[src/rtl/rtp_pkg.sv]
package rtp_pkg;

  // Strobes from control to datapath.
  typedef struct packed {
    logic parkLoad;   // capture the core response into the park buffer
    logic selParked;  // present the parked payload instead of the core one
  } dpStrobeT;

endpackage

[src/rtl/rtp_datapath.sv]
module rtp_datapath
  import rtp_pkg::*;
#(
  parameter int REQ_W = 32,
  parameter int RSP_W = 32
) (
  input  logic             clk,
  input  logic             rst_n,
  input  dpStrobeT         strobe,
  input  logic [REQ_W-1:0] reqPayload,
  input  logic [RSP_W-1:0] coreRspPayload,
  output logic [REQ_W-1:0] coreReqPayload,
  output logic [RSP_W-1:0] rspPayload
);

  logic [RSP_W-1:0] parkBuf;

  always_ff @(posedge clk) begin
    if (!rst_n) begin
      parkBuf <= '0;
    end else if (strobe.parkLoad) begin
      parkBuf <= coreRspPayload;
    end
  end

  // Requests pass through untouched.
  assign coreReqPayload = reqPayload;
  assign rspPayload     = strobe.selParked ? parkBuf : coreRspPayload;

endmodule

[src/rtl/rtp_ctrl.sv]
module rtp_ctrl
  import rtp_pkg::*;
(
  input  logic     clk,
  input  logic     rst_n,
  input  logic     reqValid,
  input  logic     coreReqAccept,
  input  logic     coreRspValid,
  input  logic     rspAccept,
  input  logic     rspRetry,
  input  logic     coreFreeKick,
  output logic     reqAccept,
  output logic     coreReqValid,
  output logic     rspValid,
  output logic     reqRetry,
  output logic     errOverrun,
  output logic     errSpuriousRetry,
  output dpStrobeT strobe
);

  logic parked, owed, retryQ, ovQ, spQ;
  logic resendNow, freshRsp, refuse, parkedNext, owedSet, issue;

  always_comb begin
    resendNow    = rspRetry & parked;
    freshRsp     = coreRspValid & ~parked;
    rspValid     = resendNow | freshRsp;
    coreReqValid = reqValid & ~(parked | owed);
    reqAccept    = coreReqValid & coreReqAccept;
    refuse       = reqValid & ~reqAccept;

    parkedNext = parked;
    if (resendNow) begin
      parkedNext = ~rspAccept;
    end else if (freshRsp && !rspAccept) begin
      parkedNext = 1'b1;
    end

    owedSet = owed | refuse;
    issue   = (resendNow | coreFreeKick) & owedSet & ~parkedNext;

    strobe.parkLoad  = freshRsp & ~rspAccept;
    strobe.selParked = resendNow;
  end

  always_ff @(posedge clk) begin
    if (!rst_n) begin
      parked <= 1'b0;
      owed   <= 1'b0;
      retryQ <= 1'b0;
      ovQ    <= 1'b0;
      spQ    <= 1'b0;
    end else begin
      parked <= parkedNext;
      owed   <= issue ? 1'b0 : owedSet;
      retryQ <= issue;
      if (coreRspValid && parked) ovQ <= 1'b1;
      if (rspRetry && !parked)    spQ <= 1'b1;
    end
  end

  assign reqRetry         = retryQ;
  assign errOverrun       = ovQ;
  assign errSpuriousRetry = spQ;

  assert_blocked_refuses_R1: assert property (@(posedge clk) disable iff (!rst_n)
    (parked || owed) && reqValid |-> !reqAccept);
  assert_refused_rsp_parks_R3: assert property (@(posedge clk) disable iff (!rst_n)
    rspValid && !rspAccept |=> parked);
  assert_parked_holds_R5: assert property (@(posedge clk) disable iff (!rst_n)
    parked && !rspRetry |=> parked);
  assert_retry_clears_owed_R6: assert property (@(posedge clk) disable iff (!rst_n)
    reqRetry |-> !owed);
  assert_retry_only_unparked_R7: assert property (@(posedge clk) disable iff (!rst_n)
    reqRetry |-> !parked);
  assert_spurious_sticky_R8: assert property (@(posedge clk) disable iff (!rst_n)
    errSpuriousRetry |=> errSpuriousRetry);
  assert_overrun_sticky_R4: assert property (@(posedge clk) disable iff (!rst_n)
    errOverrun |=> errOverrun);

endmodule

[src/rtl/retry_port.sv]
module retry_port
  import rtp_pkg::*;
#(
  parameter int REQ_W = 32,
  parameter int RSP_W = 32
) (
  input  logic             clk,
  input  logic             rst_n,
  input  logic             reqValid,
  input  logic [REQ_W-1:0] reqPayload,
  output logic             reqAccept,
  output logic             reqRetry,
  output logic             rspValid,
  output logic [RSP_W-1:0] rspPayload,
  input  logic             rspAccept,
  input  logic             rspRetry,
  output logic             coreReqValid,
  output logic [REQ_W-1:0] coreReqPayload,
  input  logic             coreReqAccept,
  input  logic             coreRspValid,
  input  logic [RSP_W-1:0] coreRspPayload,
  input  logic             coreFreeKick,
  output logic             errOverrun,
  output logic             errSpuriousRetry
);

  dpStrobeT strobe;

  rtp_ctrl u_ctrl (
    .clk              (clk),
    .rst_n            (rst_n),
    .reqValid         (reqValid),
    .coreReqAccept    (coreReqAccept),
    .coreRspValid     (coreRspValid),
    .rspAccept        (rspAccept),
    .rspRetry         (rspRetry),
    .coreFreeKick     (coreFreeKick),
    .reqAccept        (reqAccept),
    .coreReqValid     (coreReqValid),
    .rspValid         (rspValid),
    .reqRetry         (reqRetry),
    .errOverrun       (errOverrun),
    .errSpuriousRetry (errSpuriousRetry),
    .strobe           (strobe)
  );

  rtp_datapath #(.REQ_W(REQ_W), .RSP_W(RSP_W)) u_dp (
    .clk            (clk),
    .rst_n          (rst_n),
    .strobe         (strobe),
    .reqPayload     (reqPayload),
    .coreRspPayload (coreRspPayload),
    .coreReqPayload (coreReqPayload),
    .rspPayload     (rspPayload)
  );

endmodule

[config.mk]
export PLATFORM = sky130hd
export DESIGN_NAME = retry_port
export DESIGN_NICKNAME = d
export VERILOG_FILES = /design/src/rtl/rtp_pkg.sv /design/src/rtl/rtp_datapath.sv /design/src/rtl/rtp_ctrl.sv /design/src/rtl/retry_port.sv
export SDC_FILE = /design/constraint.sdc
export NUM_CORES = 1
export LEC_CHECK = 0
export ABC_AREA = 1
export ABC_CLOCK_PERIOD_IN_PS = 1400
export CAP_MARGIN = 20
export CORE_ASPECT_RATIO = 2
export CORE_MARGIN = 10
export CORE_UTILIZATION = 36
export CTS_CLUSTER_DIAMETER = 50
export DETAILED_ROUTE_END_ITERATION = 7
export GPL_ROUTABILITY_DRIVEN = 0
export PLACE_DENSITY = 0.86
export SLEW_MARGIN = 40
export SYNTH_ARGS = -nofsm -noshare
export SYNTH_HDL_FRONTEND = slang
export SYNTH_HIERARCHICAL = 1
export SYNTH_SLANG_ARGS = --single-unit
[constraint.sdc]
create_clock -name clk -period 1.4 [get_ports clk]
set_input_delay 0.28 -clock clk [delete_from_list [all_inputs] [get_ports clk]]
set_output_delay 0.28 -clock clk [all_outputs]
set_load 0.005 [all_outputs]
After elaboration in Yosys (flattened, before gate mapping)
Cells that the tools add are included.
- mux-type cells: 3
- bitwise logic cells: 18
- reduce and logical (&&, ||, !) cells: 6
- operator list (operator ; count):
    $mux 32 ; 1
    $and 1x1->1 ; 8
    $not 1->1 ; 6
    $or 1x1->1 ; 4
    $logic_and 1x1->1 ; 3
    $logic_not 1->1 ; 2
    $mux 1 ; 2
    $reduce_or 2->1 ; 1
- register bits after elaboration: 37
- input bits: 72
- output and inout bits: 70
- logic and storage cells: 33

Longest topological paths before layout
- depth in word-level cells: 10
- gate-level depth with buffers: 7
- mapped depth without buffers: 6

Modules after synthesis
Netlist, hierarchy kept.
- by module, submodules not included (module ; times used ; cells an instance ; area an instance (um2) ; seq. area each (um2)):
    rtp_datapath ; 1 ; 305 ; 1923.1 ; 640.6
    rtp_ctrl ; 1 ; 35 ; 235.2 ; 100.1

Worst setup path before layout
No wires, ideal clock.
- kind: register to output
- start point: register u_ctrl.parked
- end point: output port rspPayload[12]
- arrival time: 0.973 ns
- required time: 1.120 ns
- slack: 0.147 ns
- cell stages (with the launch flop): 7
- path buffers: 3
- cell sequence: dfxtp_1 nand2_2 inv_2 buf_4 buf_6 buf_6 o21ai_0
- cells in the longest elaborated chain, start to end: 2
- ends and longest elaborated chain (item ; line ; text):
    from (decl) ; rtp_ctrl.sv:21 ; logic parked, owed, retryQ, ovQ, spQ;
    from (signal assigned) ; rtp_ctrl.sv:54 ; parked <= parkedNext;
    $and 1x1->1 ; rtp_ctrl.sv:25 ; resendNow = rspRetry & parked;
    net u_ctrl.resendNow ; rtp_ctrl.sv:22 ; logic resendNow, freshRsp, refuse, parkedNext, owedSet, issue;
    $mux 32 ; rtp_datapath.sv:28 ; assign rspPayload = strobe.selParked ? parkBuf : coreRspPayload;
    to (decl) ; retry_port.sv:14 ; output logic [RSP_W-1:0] rspPayload,
The timed path passes the listed nets, and every way through them passes these cells.

==> impl_metrics.csv <==
group,metric,value,unit
clocking,insertion_delay,270,ps
final_layout,utilization,0.556,
power_and_ir_drop,p_int,2.19,mW
synthesis,yosys_register_bits,37,
power_and_ir_drop,pwr-share-seq,0.401,
final_layout,syn2layout_area_growth,48.4,%
sta,setup_viol,33,
synthesis,synthTopCellsByCount,"nand2_1, nor2_1, inv_1",
sta,drv_slew,0,
worst_setup_path,crit_fanout,8,
synthesis,synth_top_cell_area_share,0.343,
global_route,grt_max_degree,35,
sta,rsz0062_at_grt,"true",
worst_setup_path,cp_slowest_stage_delay,330,ps
clocking,path_clk_slew,50,ps
synthesis,ys_seq_area_frac,0.343,
worst_setup_path,cp-start-kind,"flop",
run_status,status,"finished, violations left",
worst_setup_path,cp.arrival,1340,ps
power_and_ir_drop,leakage,1.61,nW
floorplanning,core_area,5760,µm²
sta,final_hold_viol_count,0,
synthesis,synth_fa_ha_area_frac,0,
final_layout,stdcell_count,480,
run_status,violations,"negative setup slack",
worst_setup_path,worstPathRequired,1120,ps
power_and_ir_drop,max-vdd-ir-drop,0.551,mV
clocking,cts_tree,"done",
sta,max_slew_margin,0.836,
synthesis,yosysUniqueCellTypes,16,
floorplanning,die-area,9680,µm²
synthesis,synth_xor_area_frac,0,
synthesis,synth_mux_area_frac,0,
floorplanning,die_w,74.8,µm
power_and_ir_drop,combPwrFrac,0.231,
clocking,clockBufferDepth,2,
sta,finalCritPeriodShare,1.15,
floorplanning,boundaryPins,142,
sta,period_needed,1620,ps
worst_setup_path,end_kind,"primary output",
worst_setup_path,cp_cell_sequence,"nand2_4 > clkinv_8 > buf_8 > buf_6 > nand2_2 > o21ai_1 > buf_2",
routing,drc,0,
clocking,cts_htree_levels,2,
place,portBuffers,77,
min_path,hold_class,"in -> reg",
global_route,antenna_found_initial,1,
clocking,clkSinkCount,37,
sta,finClkSkew,3.33,ps
floorplanning,die_h,130,µm
power_and_ir_drop,power.density,914,nW/µm²
sta,worst_pin_slew,244,ps
synthesis,ys_top_cells_by_area,"dfxtp_1, nand2_1, buf_4, nor2_1, inv_1",
final_layout,fillers,563,
global_route,overflow,0,
place,hpwlAfterDp,4890,µm
synthesis,yosys.area_share.simple,0.311,
sta,setup_slack,-216,ps
clocking,cts_buffers,5,
final_layout,final_nets,490,
global_route,grt_pass1_wl,10900,µm
clocking,hold_buffers,0,
global_route,groute.usage.overall,0.147,
power_and_ir_drop,swShare,0.250,
synthesis,synth_most_common_cell,"nand2_1",
global_route,grt_pass1_vias,2266,
routing,ant_nets,0,
routing,routed_via_density,4.76,
place,pre_cts_ws,-786,ps
sta,fin_tns_setup,-4100,ps
worst_setup_path,cp_slowest_cell,"dfxtp_2",
synthesis,syn_area,2160,µm²
routing,post_drt_wl_per_cell,15.3,µm
sta,fmax,619,MHz
synthesis,netlist_instances,340,
synthesis,syn_area_per_cell,6.35,µm²
floorplanning,start_util,0.375,
job,drv_cap,0,
synthesis,async_flop_share,0,
floorplanning,rows,39,
synthesis,synth_largest_area_cell,"dfxtp_1",
clocking,cts_root_buffer,"clkbuf_16",
routing,first_pass_iters,4,
synthesis,synth-compound-area-share,0.0870,
final_layout,drive_gt1_frac,0.289,
routing,vias,2286,
routing,wirelength,7340,µm
synthesis,ys.flop_type,"dfxtp_1",
synthesis,synth_enable_flop_cells,0,
worst_setup_path,crit_type,"reg -> out",
power_and_ir_drop,total_power,2.93,mW
routing,drt_iter0_drc,145,
power_and_ir_drop,clock_power_share,0.368,
synthesis,synth_top_family_by_area,"simple AND/OR/NAND/NOR gates",
synthesis,syn_nets,412,
place,dp_cells,459,
power_and_ir_drop,switching_power,733,µW
synthesis,yosysWarnings,6,
-- layout by cell type (no fill, tap or decap), types with 4 or more instances in the layout --
cell | netlist | layout
nand2_2 | 1 | 10
o21ai_2 | 0 | 14
buf_6 | 11 | 5
nor2_1 | 69 | 68
nand2_1 | 102 | 91
o21ai_1 | 12 | 18
dfxtp_1 | 37 | 36
buf_12 | 0 | 4
buf_4 | 36 | 29
clkbuf_16 | 0 | 6
buf_16 | 0 | 4
inv_1 | 39 | 35
dlymetal6s2s_1 | 0 | 4
clkdlybuf4s50_1 | 0 | 36
buf_2 | 3 | 35
-- state kept, by name (all words and copies together), names as in the netlist --
signal	count
u_ctrl/errOverrun	1
u_ctrl/errSpuriousRetry	1
u_ctrl/owed	1
u_ctrl/parked	1
u_ctrl/reqRetry	1
u_dp/parkBuf	32
-- critical path: cells and delay by family, from the launching register on --
kind	cells	cell delay (ps)
buffers and inverters	4	520
flip-flops	1	330
AND/OR/NAND/NOR	2	150
AO/OA/AOI/OAI	1	60
-- timing repair --
action / 4_1_cts / 5_1_grt
cloned: 4 / 1
pin swaps: 10 / 5
setup endpoints to repair: 36 / 70
resized for setup: 187 / 34
setup buffers: 7 / 3
-- layout make-up --
cell class / instances / area, µm² / area share
timing repair buffer: 121 / 1110 / 0.346
multi-input combinational: 213 / 967 / 0.302
sequential: 37 / 742 / 0.232
inverter: 40 / 165 / 0.0516
clock buffer: 7 / 143 / 0.0445
tap: 61 / 76.3 / 0.0238
antenna: 1 / 2.50 / 0.000781
-- power groups by stage --
stage / Clock (mW) / Combinational (mW) / Sequential, mW
3_3_place_gp: 0 / 0.625 / 1.19
2_1_floorplan: 0 / 0.359 / 1.18
6_report: 1.08 / 0.677 / 1.17
5_1_grt: 1.16 / 0.747 / 1.18
3_5_place_dp: 0 / 0.646 / 1.19
4_1_cts: 1.11 / 0.639 / 1.17
-- routing by layer --
layer | vias to the layer above | global-route usage | wire [µm]
met4 | 0 | 0.123 | 515
met3 | 47 | 0.0245 | 426
li1 | 1132 | - | -
met5 | - | 0 | 0
met2 | 75 | 0.287 | 4210
met1 | 1032 | 0.116 | 2190
-- metrics by stage --
stage          hold slack [ps]  area [µm²]
2_1_floorplan              400        2160
3_3_place_gp               458        2870
4_1_cts                    470        3060
5_1_grt                    344        3200
3_5_place_dp               463        2870
6_report                   325        3200
-- logic make-up (layout without fill, tap and decap cells) --
| logic type | Yosys count | in the layout |
|---|---|---|
| buffers and inverters | 90 | 168 |
| AND/OR/NAND/NOR | 176 | 176 |
| AO/OA/AOI/OAI | 37 | 37 |
| flip-flops | 37 | 37 |
| other | 0 | 1 |
-- path summary, 6_finish.rpt --
kind / from / cells after the start / slack (ps) / end
worst max-delay path: u_ctrl/parked / 7 / -220 / rspPayload[31]
worst min-delay path: coreRspValid / 3 / 320 / u_ctrl/errOverrun
worst max register to register: u_ctrl/parked / 9 / 30 / u_ctrl/owed
worst min register to register: u_dp/parkBuf[13] / 2 / 470 / u_dp/parkBuf[13]
No activity file was read; power rests on OpenSTA's default activity.
